<file path="src/rtl/xbar_pkg.sv">
package xbar_pkg;
  localparam int ADDR_W = 6;
  localparam int DATA_W = 16;
  localparam int SEL_W  = 5;
  localparam int IDX_W  = 4;

  localparam logic [ADDR_W-1:0] ADDR_OUTFN_BASE = 6'h10;
  localparam logic [ADDR_W-1:0] ADDR_DIR        = 6'h20;
  localparam logic [ADDR_W-1:0] ADDR_LAT        = 6'h21;
  localparam logic [ADDR_W-1:0] ADDR_LOCK       = 6'h22;

  localparam logic [DATA_W-1:0] KEY_A      = 16'h00A5;
  localparam logic [DATA_W-1:0] KEY_B      = 16'h005A;
  localparam logic [DATA_W-1:0] CLOSE_CODE = 16'h00C3;

  typedef struct packed {
    logic              wrInSel;
    logic              wrOutFn;
    logic              wrDir;
    logic              wrLat;
    logic [IDX_W-1:0]  idx;
    logic [DATA_W-1:0] data;
  } cfgStrobe_t;
endpackage

</file>
<file path="src/rtl/xbar_ctrl.sv">
module xbar_ctrl
  import xbar_pkg::*;
#(
  parameter int NUM_PINS = 16,
  parameter int NUM_IN   = 4
) (
  input  logic              clk,
  input  logic              rstN,
  input  logic              regWe,
  input  logic [ADDR_W-1:0] regAddr,
  input  logic [DATA_W-1:0] regWdata,
  output cfgStrobe_t        strb,
  output logic              lockedQ
);
  localparam logic [ADDR_W-1:0] IN_END  = ADDR_W'(NUM_IN);
  localparam logic [ADDR_W-1:0] OUT_END = ADDR_OUTFN_BASE + ADDR_W'(NUM_PINS);

  logic armedQ;
  logic keyHit;
  logic inRange;
  logic outRange;

  assign keyHit   = regWe && (regAddr == ADDR_LOCK);
  assign inRange  = regAddr < IN_END;
  assign outRange = (regAddr >= ADDR_OUTFN_BASE) && (regAddr < OUT_END);

  always_comb begin
    strb.wrInSel = regWe && !lockedQ && inRange;
    strb.wrOutFn = regWe && !lockedQ && outRange;
    strb.wrDir   = regWe && (regAddr == ADDR_DIR);
    strb.wrLat   = regWe && (regAddr == ADDR_LAT);
    strb.idx     = regAddr[IDX_W-1:0];
    strb.data    = regWdata;
  end

  // Two-word unlock: the first key arms for exactly one cycle.
  always_ff @(posedge clk) begin
    if (!rstN) begin
      lockedQ <= 1'b0;
      armedQ  <= 1'b0;
    end else begin
      armedQ <= keyHit && (regWdata == KEY_A);
      if (keyHit && (regWdata == CLOSE_CODE))
        lockedQ <= 1'b1;
      else if (keyHit && armedQ && (regWdata == KEY_B))
        lockedQ <= 1'b0;
    end
  end
endmodule

</file>
<file path="src/rtl/xbar_datapath.sv">
module xbar_datapath
  import xbar_pkg::*;
#(
  parameter int NUM_PINS = 16,
  parameter int NUM_IN   = 4,
  parameter int NUM_POUT = 6,
  parameter logic [NUM_IN-1:0] IDLE_LEVEL = '1,
  localparam int PIN_W = (NUM_PINS > 1) ? $clog2(NUM_PINS) : 1,
  localparam int MAP_W = (NUM_IN + NUM_PINS) * SEL_W
) (
  input  logic                clk,
  input  logic                rstN,
  input  cfgStrobe_t          strb,
  input  logic                lockedQ,
  input  logic [ADDR_W-1:0]   rdAddr,
  output logic [DATA_W-1:0]   rdData,
  input  logic [NUM_PINS-1:0] pinIn,
  output logic [NUM_PINS-1:0] padOut,
  output logic [NUM_PINS-1:0] padOe,
  input  logic [NUM_POUT-1:0] periphOut,
  output logic [NUM_IN-1:0]   periphIn,
  output logic [MAP_W-1:0]    mapFlat
);
  logic [SEL_W-1:0]    inSel [NUM_IN];
  logic [SEL_W-1:0]    outFn [NUM_PINS];
  logic [NUM_PINS-1:0] dirQ;
  logic [NUM_PINS-1:0] latQ;
  logic [31:0]         pOutExt;

  assign pOutExt = 32'(periphOut);

  always_ff @(posedge clk) begin
    if (!rstN) begin
      dirQ <= '1;
      latQ <= '0;
    end else begin
      if (strb.wrDir) dirQ <= strb.data[NUM_PINS-1:0];
      if (strb.wrLat) latQ <= strb.data[NUM_PINS-1:0];
    end
  end

  for (genvar i = 0; i < NUM_IN; i++) begin : gIn
    logic rawIn;
    always_ff @(posedge clk) begin
      if (!rstN) begin
        inSel[i]    <= '0;
        periphIn[i] <= IDLE_LEVEL[i];
      end else begin
        if (strb.wrInSel && (strb.idx == IDX_W'(i)))
          inSel[i] <= strb.data[SEL_W-1:0];
        periphIn[i] <= rawIn;
      end
    end
    always_comb begin
      if (32'(inSel[i]) < NUM_PINS) rawIn = pinIn[inSel[i][PIN_W-1:0]];
      else                          rawIn = IDLE_LEVEL[i];
    end
    assign mapFlat[i*SEL_W +: SEL_W] = inSel[i];
  end

  for (genvar j = 0; j < NUM_PINS; j++) begin : gPin
    logic srcBit;
    always_ff @(posedge clk) begin
      if (!rstN)
        outFn[j] <= '0;
      else if (strb.wrOutFn && (strb.idx == IDX_W'(j)))
        outFn[j] <= strb.data[SEL_W-1:0];
    end
    // Codes past the peripheral count land on the zero-extended part.
    always_comb begin
      if (outFn[j] == '0) srcBit = latQ[j];
      else                srcBit = pOutExt[SEL_W'(outFn[j] - SEL_W'(1))];
    end
    assign padOe[j]  = ~dirQ[j];
    assign padOut[j] = srcBit & ~dirQ[j];
    assign mapFlat[(NUM_IN + j)*SEL_W +: SEL_W] = outFn[j];
  end

  always_comb begin
    rdData = '0;
    for (int i = 0; i < NUM_IN; i++)
      if (rdAddr == ADDR_W'(i)) rdData = DATA_W'(inSel[i]);
    for (int j = 0; j < NUM_PINS; j++)
      if (rdAddr == ADDR_OUTFN_BASE + ADDR_W'(j)) rdData = DATA_W'(outFn[j]);
    if (rdAddr == ADDR_DIR)  rdData = DATA_W'(dirQ);
    if (rdAddr == ADDR_LAT)  rdData = DATA_W'(latQ);
    if (rdAddr == ADDR_LOCK) rdData = DATA_W'(lockedQ);
  end
endmodule

</file>
<file path="src/rtl/pin_route_xbar.sv">
module pin_route_xbar
  import xbar_pkg::*;
#(
  parameter int NUM_PINS = 16,
  parameter int NUM_IN   = 4,
  parameter int NUM_POUT = 6,
  parameter logic [NUM_IN-1:0] IDLE_LEVEL = '1
) (
  input  logic                clk,
  input  logic                rstN,
  input  logic                regWe,
  input  logic [ADDR_W-1:0]   regAddr,
  input  logic [DATA_W-1:0]   regWdata,
  output logic [DATA_W-1:0]   regRdata,
  input  logic [NUM_PINS-1:0] pinIn,
  output logic [NUM_PINS-1:0] padOut,
  output logic [NUM_PINS-1:0] padOe,
  input  logic [NUM_POUT-1:0] periphOut,
  output logic [NUM_IN-1:0]   periphIn
);
  localparam int MAP_W = (NUM_IN + NUM_PINS) * SEL_W;

  cfgStrobe_t       strb;
  logic             lockedQ;
  logic [MAP_W-1:0] mapFlat;

  xbar_ctrl #(.NUM_PINS(NUM_PINS), .NUM_IN(NUM_IN)) uCtrl (
    .clk(clk), .rstN(rstN), .regWe(regWe), .regAddr(regAddr),
    .regWdata(regWdata), .strb(strb), .lockedQ(lockedQ)
  );

  xbar_datapath #(
    .NUM_PINS(NUM_PINS), .NUM_IN(NUM_IN), .NUM_POUT(NUM_POUT),
    .IDLE_LEVEL(IDLE_LEVEL)
  ) uDp (
    .clk(clk), .rstN(rstN), .strb(strb), .lockedQ(lockedQ),
    .rdAddr(regAddr), .rdData(regRdata), .pinIn(pinIn),
    .padOut(padOut), .padOe(padOe), .periphOut(periphOut),
    .periphIn(periphIn), .mapFlat(mapFlat)
  );
endmodule

</file>
<file path="config.mk">
export PLATFORM = sky130hd
export DESIGN_NAME = pin_route_xbar
export DESIGN_NICKNAME = d
export VERILOG_FILES = /design/src/rtl/xbar_pkg.sv /design/src/rtl/xbar_ctrl.sv /design/src/rtl/xbar_datapath.sv /design/src/rtl/pin_route_xbar.sv
export SDC_FILE = /design/constraint.sdc
export NUM_CORES = 1
export LEC_CHECK = 0
export ABC_AREA = 1
export BUFFER_PORTS_ARGS = -buffer_cell sky130_fd_sc_hd__buf_4
export CAP_MARGIN = 20
export CORE_ASPECT_RATIO = 0.9
export CORE_UTILIZATION = 42
export CTS_BUF_LIST = sky130_fd_sc_hd__clkbuf_8
export CTS_CLUSTER_SIZE = 14
export DETAILED_ROUTE_END_ITERATION = 16
export PLACE_DENSITY = 0.66
export SLEW_MARGIN = 20
export SYNTH_ARGS = -nofsm -noshare
export SYNTH_HDL_FRONTEND = slang
export SYNTH_HIERARCHICAL = 1
export SYNTH_SLANG_ARGS = --single-unit
</file>
<file path="constraint.sdc">
create_clock -name clk -period 2.48 [get_ports clk]
set_clock_uncertainty 0.15 [all_clocks]
set_input_delay 0.248 -clock clk [delete_from_list [all_inputs] [get_ports clk]]
set_output_delay 0.248 -clock clk [all_outputs]
set_load 0.03 [all_outputs]
</file>
==> impl_summary.md <==
Outcome
The flow ran to the end, but the final reports show violations. The checks that failed: negative setup slack.

STA
Measured against its own limit, the worst slew margin works out to 45.1%. The measured slew at the worst slew-check pin is 0.823 ns. In the final timing run, aggregate negative setup slack is -1.72 ns. The number of max-slew violations in the final report is 0. The worst path in the final design needs a cycle of a little under 3 ns, including I/O delays and setup. The number of hold violations in the final report is 0. The highest achievable clock rate is 346 MHz.

The final-report setup violation count is 11. The setup slack of the critical path after layout is -0.408 ns. Dividing the final minimum period by the clock period gives 116%. Setup repair after global routing could not meet its margin everywhere.

Yosys
After technology mapping, the gate count stands at about 1,200. Of all flip-flops after synthesis, the portion carrying an async set or reset was 0%. Counting every net in the synthesized netlist gives around 1,300. The top-area cell type share of the netlist area is roughly 33%. The number of distinct library cells after synthesis is 44. After synthesis the cells add up to 9200 um2. The largest total area in the synthesized netlist belongs to edfxtp_1.

The flop and latch count out of synthesis is around 140. A synthesized cell averages ~7.4 um2. The most common flop cell mapped by yosys is edfxtp_1. Sorting the synthesized cells by area gives the leading types as edfxtp_1, nor2_1, dfxtp_1.

The count of warnings emitted by yosys is 6. In this run, synthesis inferred 100 flip-flops with an integrated enable. The share of synthesized area occupied by flip-flops and latches is around 41%.

Die
The initial core utilization is between 40% and 50%. For this design the top-level I/O count stands at 99. The region available for standard cell placement spans roughly 21,000 um2. From bottom edge to top edge, the die measures between 100 and 150 um. The row count is 50.

In this run the horizontal extent of the chip is between 150 and 200 um. The overall die area is about 23,000 um2.

GRT
The first global-routing pass estimated approximately 48,000 um of wire. The total track usage is just under 30%. The maximum number of pins on one net before global-route repair is 39.

The number of global-route vias before repair came to a little under 9,000. The overall overflow remaining after global route is 0. The number of antenna violations at the first check in global routing is 1.

Setup path
Data on the critical path is required at its endpoint by roughly 2.1 ns. The data arrival time of the worst path is between 2 and 2.5 ns. The critical path starts at uDp/inSel[0][5]. The reg-to-reg startpoint is uCtrl/lockedQ. By instance count, the cell type seen most on the critical path is nand4_1. The setup path with the least slack is of type flip-flop to output pin. Of all nets on the critical path, the largest fanout is 2.

The delay contributed by the slowest stage of the critical path is 0.42 ns. The worst setup path is launched from a flip-flop. The largest individual stage delay along the critical path comes from the cell edfxtp_1. The worst setup path is captured at an output pin. Walking the worst path, the cells encountered are nand4_1 > nand3_2 > nor2_2 > nand4_1 > nor2_1 > nand4_1 > nor2_1 > nand4_1 > nor2_1 > nand4_1 > nor2_1 > nand4_1 > buf_6.

Worst hold path
The startpoint of the most critical hold path is pinIn[12]. The classification of the worst-slack hold path is input port to flip-flop.

Place
The placed wire-length estimate after detailed placement is 23,700 um. At the end of routability-driven placement, the weighted congestion stood at roughly 1.0. The number of buffers added on ports is between 90 and 100.

Detailed routing
The overall via count from detail_route is roughly 9,600. The first routing iteration left between 1,000 and 1,500 violations. The first-pass iteration count of the detailed router is 6. Once detail routing completed, the nets flagged for antenna violations numbered 0. The routed design has about 33,000 um of wire. In the routed layout, each cell is associated on average with a via count of around 5.5. The final routed wire length divided by cell count is approximately 19 um. The post-route DRC violation count is 0.

Cells and area
The library cell used most frequently in the layout, excluding fill and tap cells, is nor2_1. Relative to the synthesized area, the layout overhead comes to 28.0%. Cells with a size suffix above 1 make up 24.9% of the layout. In the layout the commonest cells are nor2_1, buf_4, nand2_1, a21oi_1, inv_1.

The total inserted antenna cells is 0. Once layout is complete, the utilization of the core stands at between 50 and 60%. The net count of the finished layout is about 1,500.

Run
Across the run, the number of max-cap violations was 0.

Power and ir drop
IR analysis of the VDD net gives a maximum drop of 0.000345 V. For this design the static power due to leakage is slightly above 5 nW. The total power density per cell area is between 400 and 500 nW/um2.

CTS
CTS saw between 100 and 150 sinks. Counting the buffers created by CTS gives 17. The CTS root buffer is clkbuf_8. The worst-skew pair later-pin latency is roughly 0.45 ns.

The clock tree buffer depth is 2. TritonCTS built the clock tree. The CTS H-tree depth is 4.

The clock-pin transition on the worst setup and hold timing paths is 0.09 ns.
## metrics by stage
step | setup WS (ns) | instance area, um2 | hold WS (ns) | std cells | power (mW)
3_3_place_gp | -0.0382 | 10600 | 0.343 | 1641 | 3.46
3_5_place_dp | -0.0737 | 10600 | 0.346 | 1641 | 3.47
4_1_cts | -0.419 | 11500 | 0.0408 | 1718 | 5.31
5_1_grt | -0.471 | 11800 | 0.0789 | 1733 | 5.54
2_1_floorplan | 0.118 | 9220 | 0.207 | 1246 | 3.14
6_report | -0.408 | 11800 | 0.0693 | 1733 | 5.36
## cell type report
cell class | count | area, um2
Inverter | 145 | 549
Multi-Input combinational cell | 900 | 4900
Clock buffer | 17 | 234
Fill cell | 2006 | 9360
Sequential cell | 138 | 3760
Tap cell | 286 | 358
Clock inverter | 15 | 138
Timing Repair Buffer | 232 | 1830
## Yosys cell counts (all sizes together) (21+ instances only)
library cell,instances
o21ai,124
inv,143
dfxtp,38
nand2,203
a21oi,117
o211ai,24
buf,26
nand3,56
clkbuf,37
xnor2,21
nor2,229
nor3,25
nand4,25
edfxtp,100
## worst paths after layout
path,slack (ns),to,depth (start not counted)
max,-0.41,regRdata[0],13
min,0.07,uDp/periphIn[1],5
max reg2reg,0.44,uDp/outFn[9][0],10
min reg2reg,0.37,uDp/dirQ[14],2
## registers in the layout, indices dropped and copies added, names as in the netlist
register and flops:
uDp/latQ 16, uDp/dirQ 16, uDp/periphIn 4, uCtrl/armedQ 1, uCtrl/lockedQ 1, uDp/inSel 20, uDp/outFn 80
## where the power goes
part | total (mW) | internal [mW] | switching, mW
Clock | 1.78 | 0.810 | 0.973
Combinational | 0.979 | 0.389 | 0.591
Sequential | 2.60 | 2.53 | 0.0682
Total | 5.36 | 3.73 | 1.63
## logic make-up after synthesis
logic type / count (synthesis) / synth area share (%)
fa+ha+maj: 16 / 2.18
simple gates: 548 / 25.8
flops: 138 / 40.9
buf+inv: 208 / 9.36
xor+xnor: 34 / 3.24
compound gates: 302 / 18.5
## layer usage
layer / GRT usage (%) / part of all wire [%] / up-vias
li1: - / - / 4584
met1: 41.2 / 43 / 4432
met2: 43.4 / 43 / 510
met3: 7.46 / 12 / 53
met4: 9.51 / 2.2 / 0
met5: 0 / 0 / -
## repair_timing
action                                 CTS  global route
setup buffers                           29            15
hold buffers                            16             0
gates resized for setup                 70            39
pin swaps                               38            42
setup endpoints to repair               21            20
endpoints found under the hold margin   29             0
## critical path: cells and delay by family, from the launching register on
kind	cells	cell delay, ns
buf+inv	1	0.19
flops	1	0.42
simple gates	12	1.42
(Power assumes the default switching activity.)
